--- src/rtl/udc_pkg.sv ---
// Shared types for the up/down counter stages.
// Assumes: nothing beyond the IEEE 1800-2017 language.
package udc_pkg;

    // Action one stage takes on the next rising edge (reset handled apart).
    typedef enum logic [1:0] {
        UDC_HOLD = 2'd0,
        UDC_LOAD = 2'd1,
        UDC_INC  = 2'd2,
        UDC_DEC  = 2'd3
    } udc_op_e;

    // Resolve the stage controls into one action; loading wins over counting.
    function automatic udc_op_e udc_pick_op(
        input logic load_n,
        input logic par_en_n,
        input logic trk_en_n,
        input logic up
    );
        if (!load_n)
            return UDC_LOAD;
        else if (!par_en_n && !trk_en_n)
            return up ? UDC_INC : UDC_DEC;
        else
            return UDC_HOLD;
    endfunction

endpackage

--- src/rtl/udc_mode_sel.sv ---
// Mode selector for one counter stage.
// Turns the active-low controls and the direction into a single action code.
// Assumes: reset is handled by the state register, not here.
module udc_mode_sel
    import udc_pkg::*;
(
    input  logic    load_n,
    input  logic    par_en_n,
    input  logic    trk_en_n,
    input  logic    up,
    output udc_op_e op
);

    // Combinational priority decode of the stage controls.
    always_comb begin
        op = udc_pick_op(load_n, par_en_n, trk_en_n, up);
    end

endmodule

--- src/rtl/udc_term_decode.sv ---
// Terminal-count decoder for one stage.
// Drives low when the stage sits at its last value for the current direction
// (all ones going up, zero going down) and the incoming trickle enable is low.
// Assumes: output is purely combinational and may glitch; not used as a clock.
module udc_term_decode #(
    parameter int W = 4
) (
    input  logic [W-1:0] q,
    input  logic         up,
    input  logic         trk_en_n,
    output logic         tc_n
);

    logic at_end;

    // Pick the end value that matches the direction.
    always_comb begin
        at_end = up ? (&q) : ~(|q);
    end

    // Qualify with the trickle enable so a chain forms a lookahead carry.
    always_comb begin
        tc_n = ~(at_end & ~trk_en_n);
    end

endmodule

--- src/rtl/udc_stage.sv ---
// One W-bit presettable up/down counter stage.
// Synchronous active-low clear, then load, then count, then hold.
// Assumes: all inputs are sampled only at the rising edge of clk.
module udc_stage
    import udc_pkg::*;
#(
    parameter int W = 4
) (
    input  logic         clk,
    input  logic         rst_n,
    input  logic         load_n,
    input  logic         par_en_n,
    input  logic         trk_en_n,
    input  logic         up,
    input  logic [W-1:0] din,
    output logic [W-1:0] q,
    output logic         tc_n
);

    localparam logic [W-1:0] ONE = W'(1);

    udc_op_e      op;
    logic [W-1:0] q_r;

    udc_mode_sel u_mode (
        .load_n   (load_n),
        .par_en_n (par_en_n),
        .trk_en_n (trk_en_n),
        .up       (up),
        .op       (op)
    );

    // State register; wraparound is the natural modulo of W-bit arithmetic.
    always_ff @(posedge clk) begin
        if (!rst_n) begin
            q_r <= '0;
        end else begin
            unique case (op)
                UDC_LOAD: q_r <= din;
                UDC_INC:  q_r <= q_r + ONE;
                UDC_DEC:  q_r <= q_r - ONE;
                default:  q_r <= q_r;
            endcase
        end
    end

    udc_term_decode #(.W(W)) u_term (
        .q        (q_r),
        .up       (up),
        .trk_en_n (trk_en_n),
        .tc_n     (tc_n)
    );

    // Drive the state output.
    always_comb begin
        q = q_r;
    end

endmodule

--- src/rtl/udc_cascade.sv ---
// Chain of STAGES up/down counter stages forming one wide counter.
// Each stage's terminal count feeds the trickle enable of the stage above.
// Clock, reset, load, parallel enable and direction are shared by all stages.
// Assumes: the lookahead path through all stages settles within one cycle.
module udc_cascade #(
    parameter int STAGE_W = 4,
    parameter int STAGES  = 2
) (
    input  logic                        clk,
    input  logic                        rst_n,
    input  logic                        load_n,
    input  logic                        cnt_en_n,
    input  logic                        chain_en_n,
    input  logic                        count_up,
    input  logic [STAGE_W*STAGES-1:0]   din,
    output logic [STAGE_W*STAGES-1:0]   q,
    output logic                        tc_n
);

    localparam int TOTAL_W = STAGE_W * STAGES;

    logic [STAGES:0] trk_n;   // trk_n[i] enters stage i; trk_n[STAGES] leaves the top

    // Lowest stage takes the external trickle enable.
    always_comb begin
        trk_n[0] = chain_en_n;
    end

    for (genvar g = 0; g < STAGES; g++) begin : g_stage
        udc_stage #(.W(STAGE_W)) u_stage (
            .clk      (clk),
            .rst_n    (rst_n),
            .load_n   (load_n),
            .par_en_n (cnt_en_n),
            .trk_en_n (trk_n[g]),
            .up       (count_up),
            .din      (din[g*STAGE_W +: STAGE_W]),
            .q        (q[g*STAGE_W +: STAGE_W]),
            .tc_n     (trk_n[g+1])
        );
    end

    // Top stage's terminal count is the chain's terminal count.
    always_comb begin
        tc_n = trk_n[STAGES];
    end

endmodule

--- config.mk ---
export PLATFORM = sky130hd
export DESIGN_NAME = udc_cascade
export DESIGN_NICKNAME = d
export VERILOG_FILES = /design/src/rtl/udc_pkg.sv /design/src/rtl/udc_mode_sel.sv /design/src/rtl/udc_term_decode.sv /design/src/rtl/udc_stage.sv /design/src/rtl/udc_cascade.sv
export SDC_FILE = /design/constraint.sdc
export NUM_CORES = 1
export LEC_CHECK = 0
export ABC_CLOCK_PERIOD_IN_PS = 4900
export BUFFER_PORTS_ARGS = -buffer_cell sky130_fd_sc_hd__buf_4
export CORE_UTILIZATION = 51
export DETAILED_ROUTE_END_ITERATION = 8
export PLACE_DENSITY = 0.92
export SLEW_MARGIN = 20
export SYNTH_ARGS = -nofsm -noshare
export SYNTH_HDL_FRONTEND = slang
export SYNTH_SLANG_ARGS = --single-unit
--- constraint.sdc ---
create_clock -name clk -period 4.9 [get_ports clk]
set_input_delay 1.47 -clock clk [delete_from_list [all_inputs] [get_ports clk]]
set_output_delay 1.47 -clock clk [all_outputs]
set_load 0.1 [all_outputs]
---- After elaboration in Yosys (flattened, before gate mapping) ----
Index checks and enable logic that the tools add are counted.
storage, ports and cells
  input port bits ......................... 14
  flip-flop bits (word level) ............. 8
  word-level logic and storage cells ...... 37
operators by class
  muxes and demuxes ....................... 9
  eq/ne operators ......................... 6
  reductions and logical operators ........ 10
  add/subtract/negate cells ............... 4
  bitwise operators ....................... 6
operators with widths
  kind                                                 number
  case mux 4 bit (3 select lines)                      2
  adder 4 x 1 -> 4 bit, second input constant          2
  equality test 2 bit, second input constant           4
  two-way mux 2 bit                                    4
  AND reduction 4 bit                                  2
  OR reduction 4 bit                                   2
  subtractor 4 x 1 -> 4 bit, second input constant     2
  nonzero test 3 bit                                   2
  equality test 2 x 1 -> 1 bit, second input constant  2
  NOT 1 bit                                            4
  two-way mux 1 bit                                    3
  bitwise AND 1 bit                                    2
  logical AND 1 bit                                    2
  logical NOT 1 bit                                    2

---- Depth between registers and ports, before layout ----
  word-level depth ........................ 9
  depth in mapped cells ................... 9
  depth with buffers taken out ............ 9

---- Cells and area by module ----
Synthesis repeated with hierarchy kept, for this count alone.
second synthesis, totals
  cell total of the unflattened synthesis .. 86
  area, all modules ....................... 738.2 µm²
by module, submodules not included
  module           sequential area each (µm²)  cells an instance  area each (µm²)  instances
  udc_stage        80.1                        36                 310.3            2
  udc_term_decode  0.0                         5                  38.8             2
  udc_mode_sel     0.0                         2                  20.0             2

---- Worst setup path before layout ----
No wires, ideal clock.
  path kind ............................... input -> output
  start point ............................. in count_up
  end point ............................... out tc_n
  cell stages on the path ................. 3
  path buffers ............................ 0
  data required time ...................... 3.430 ns
  slack ................................... 0.979 ns
  arrival time ............................ 2.451 ns
  cell sequence ........................... nand2_1 -> a2bb2oi_2 -> or3_2
between the ends
  longest elaborated chain between the ends .. 4
  elaborated cells on any way between the ends .. 5
ends and longest elaborated chain
  what                   line                   text
  start: declaration     udc_cascade.sv:14      input logic count_up,
  two-way mux 1 bit      udc_term_decode.sv:18  at_end = up ? (&q) : ~(|q);
  bitwise AND 1 bit      udc_term_decode.sv:23  tc_n = ~(at_end & ~trk_en_n);
  bitwise AND 1 bit (*)  udc_term_decode.sv:23
  NOT 1 bit (*)          udc_term_decode.sv:23
  end: declaration       udc_cascade.sv:17      output logic tc_n
Every way passes the cells marked *; elsewhere a longest branch is shown, timed or not.

---- Worst setup path after layout ----
Same ends and word-level chain as after synthesis.

==> key figures <==
Clock tree
  • Post-CTS Setup Inserts: 0
  • Skew-Pair Late Insertion Delay: ~0.25 ns
  • Clock tree from TritonCTS: done
  • Cell chosen for the clock root: sky130_fd_sc_hd__clkbuf_4
  • Number of resized instances in the post-cts repair step: 0
  • CTS Buffer Depth: 2
  • Hold-fix buffers, CTS: 0
  • Inserted Clock Buffers: 3
  • Level count of the clock H-tree: 1
  • Total number of clock tree sinks: 8
  • Clock-pin transition on the worst setup and hold timing paths: approximately 0.050 ns

Worst setup path
  • Critical path data required time: around 3.4 ns
  • Arrival @ worst endpoint: between 2 and 3 ns
  • Critical Path Sink Type: output pin
  • Setup crit start: count_up
  • Kind of start point of the critical path: primary input
  • Crit Path Max Fanout: 6
  • Depth of the worst register-to-register path: 7
  • Startpoint of the lowest-slack register-to-register path: g_stage[0].u_stage.q[1]
  • Crit Path Category: in2out

Drt
  • Post-DR wirelength/cell: between 10 and 15 um
  • Final WL: 1660 um
  • 1st-iter DRT viols: 12
  • Remaining design rule violation count: 0
  • Average vias per placed instance: about 5.9
  • Overall via count from detail_route: 690
  • TritonRoute pass-1 iters: 4
  • Antenna-violating nets left: 0

Floorplanning
  • Area of the die: approximately 1500 um2
  • Core Rows: 12
  • Floorplan die width: 38.2 um
  • I/O pin cnt: 23
  • Starting utilization of the core area: 57.9%
  • Vertical die dimension: ~38 um
  • Core area: 1160 um2

Worst hold path
  • Hold Crit Depth: 2
  • Type of the most critical hold path: reg2reg
  • HP Start: g_stage[1].u_stage.q[2]

Global routing
  • Aggregate global-route resource usage: 27.5%
  • Wire length of the first global-routing pass: ~2800 um
  • Antenna violations before repair: 0
  • Number of global-route vias before repair: 640
  • Overall overflow remaining after global route: 0
  • Largest net degree at the start of global routing: 19

Synthesis
  • Syn avg cell area: between 8 and 9 um2
  • Library cells used by synthesis: 36
  • Warnings from Yosys: 0
  • Share of async-settable or async-resettable flops after synthesis: 0%
  • Share of Yosys cell area claimed by the top area cell type: between 20% and 30%
  • Post-synth top flop: sky130_fd_sc_hd__dfxtp_1
  • Most area-consuming cells after synthesis: sky130_fd_sc_hd__dfxtp_1 (24%), sky130_fd_sc_hd__ha_1 (7.5%), sky130_fd_sc_hd__a21oi_1 (6.0%), sky130_fd_sc_hd__fa_1 (6.0%), sky130_fd_sc_hd__xnor2_1 (5.2%)
  • Post-synthesis sequential element count: 8
  • Number of enable flip-flop cells after synthesis: 0
  • Area leader, netlist: sky130_fd_sc_hd__dfxtp_1
  • Area of the mapped netlist: about 670 um2
  • Total nets after synthesis: 100
  • Sequential-to-total area share from yosys stat: 23.9%
  • Mapped Cells: 80

Finish
  • Number of nets in the layout: ~130
  • Area delta synth->final: 29.5%
  • Register area: 160 um2
  • Share of final-layout standard cells stronger than drive strength 1: between 30% and 40%
  • Number of inserted filler cells in the final layout: 97
  • Antenna diode instance count: 0
  • Area of the multi-input gates: 475 um2
  • Post-route design area: 867 um2
  • Largest register FFs: 8

Power and ir drop
  • Power Density: ~250 nW/um2
  • Total power draw: 0.000217 W
  • Leakage power of the design: approximately 0.36 nW
  • Highest ir drop seen on vdd: ~0.15 mV

Timing
  • Number of hold violations in the final report: 0
  • Slew HR: between 70% and 80%
  • RSZ-0062 raised after global routing: false
  • Fmax: approximately 250 MHz
  • Setup TNS: 0 ns
  • Transition time at the pin with the least slew margin: between 0.4 and 0.5 ns
  • Final critical-path required period: 3.99 ns
  • Number of max-slew violations in the final report: 0
  • Worst setup margin: around 0.9 ns
  • Final number of setup-violating endpoints: 0
  • Worst Skew: 0.00124 ns
  • Post-route clock period utilization: between 80% and 90%

Placement
  • Detailed placement HPWL: ~1300 um
  • Post-placement worst setup slack: ~0.9 ns
  • Count of input and output buffers: 22
  • Routability congestion estimate from global placement: 0.801
  • Placement-stage cell area: about 840 um2

Flow run
  • Count of max-cap constraint violations: 0

Outcome
  • Outcome: finished, final reports clean
synthesized netlist by cell type (all sizes together) (2+ instances only):
| library cell | number |
|---|---|
| a21oi | 8 |
| dfxtp | 8 |
| inv | 7 |
| nand2 | 6 |
| nor2 | 5 |
| o21ai | 5 |
| ha | 4 |
| xnor2 | 4 |
| nand3 | 3 |
| a2bb2oi | 2 |
| and3 | 2 |
| clkbuf | 2 |
| fa | 2 |
| nor4 | 2 |
| o211ai | 2 |
final timing paths:
path                                                 to  slack [ns]
worst min register to register  g_stage[1].u_stage.q[2]        0.62
worst min-delay path            g_stage[1].u_stage.q[2]        0.62
worst max-delay path                               tc_n        0.91
worst max register to register  g_stage[1].u_stage.q[3]        2.66
cell usage in the layout, fill, tap and decap left out, drive strengths merged:
master	count
xor2	1
and3	2
nor3b	1
buf	22
mux2	1
nor3	1
dfxtp	8
and2	1
xnor2	4
or4	1
o21ai	5
inv	7
fa	2
nand4	1
nor2b	1
a31oi	1
nor2	5
a21oi	8
mux2i	1
a2bb2oi	2
a311oi	1
a2111oi	1
a211oi	1
nand3b	1
ha	4
clkbuf	3
or3	1
o211ai	2
nor4	2
nand2	6
nor4b	1
nand3	3
nand4bb	1
nand2b	1
power by group:
group	internal, W	switching, W	leakage (nW)
clock network	0.0000280	0.0000217	0.0138
logic	0.0000288	0.0000597	0.280
registers	0.0000700	0.00000859	0.0664
through the flow:
step           util, %  hold slack, ns  std cells
2_1_floorplan        -            1.02         80
3_3_place_gp      73.1           0.599        114
3_5_place_dp      73.1           0.606        114
4_1_cts           75.0           0.619        117
5_1_grt           75.0           0.660        117
6_report          75.0           0.618        117
worst max-delay path, stage by stage:
cell	delay, ns
sky130_fd_sc_hd__buf_4	0.12
sky130_fd_sc_hd__nand2_1	0.07
sky130_fd_sc_hd__a2bb2oi_2	0.18
sky130_fd_sc_hd__or3_2	0.45
sky130_fd_sc_hd__buf_4	0.24
per-layer routing:
| metal | up-vias | share of wire (%) | GRT usage, % |
|---|---|---|---|
| met3 | 0 | 2.4 | 5.23 |
| met2 | 12 | 52 | 49.6 |
| met5 | - | 0 | 0 |
| met4 | 0 | 0 | 2.68 |
| met1 | 339 | 46 | 34.5 |
| li1 | 339 | - | - |
final cells by class:
| class | count | share of cell area (%) |
|---|---|---|
| Clock buffer | 3 | 2.60 |
| Sequential cell | 8 | 18.5 |
| Inverter | 7 | 3.03 |
| Multi-Input combinational cell | 63 | 54.8 |
| Timing Repair Buffer | 22 | 19.0 |
| Tap cell | 14 | 2.02 |
kinds of logic (layout without fill, tap and decap cells):
group | Yosys count | in the layout | share of synthesized area (%)
xor+xnor | 5 | 5 | 6.54
fa+ha+maj | 6 | 6 | 13.5
simple gates | 29 | 29 | 26.7
compound gates | 21 | 21 | 21.1
mux | 2 | 2 | 3.18
buf+inv | 9 | 32 | 5.05
flops | 8 | 8 | 23.9
Power figures use the tool's default switching activity.
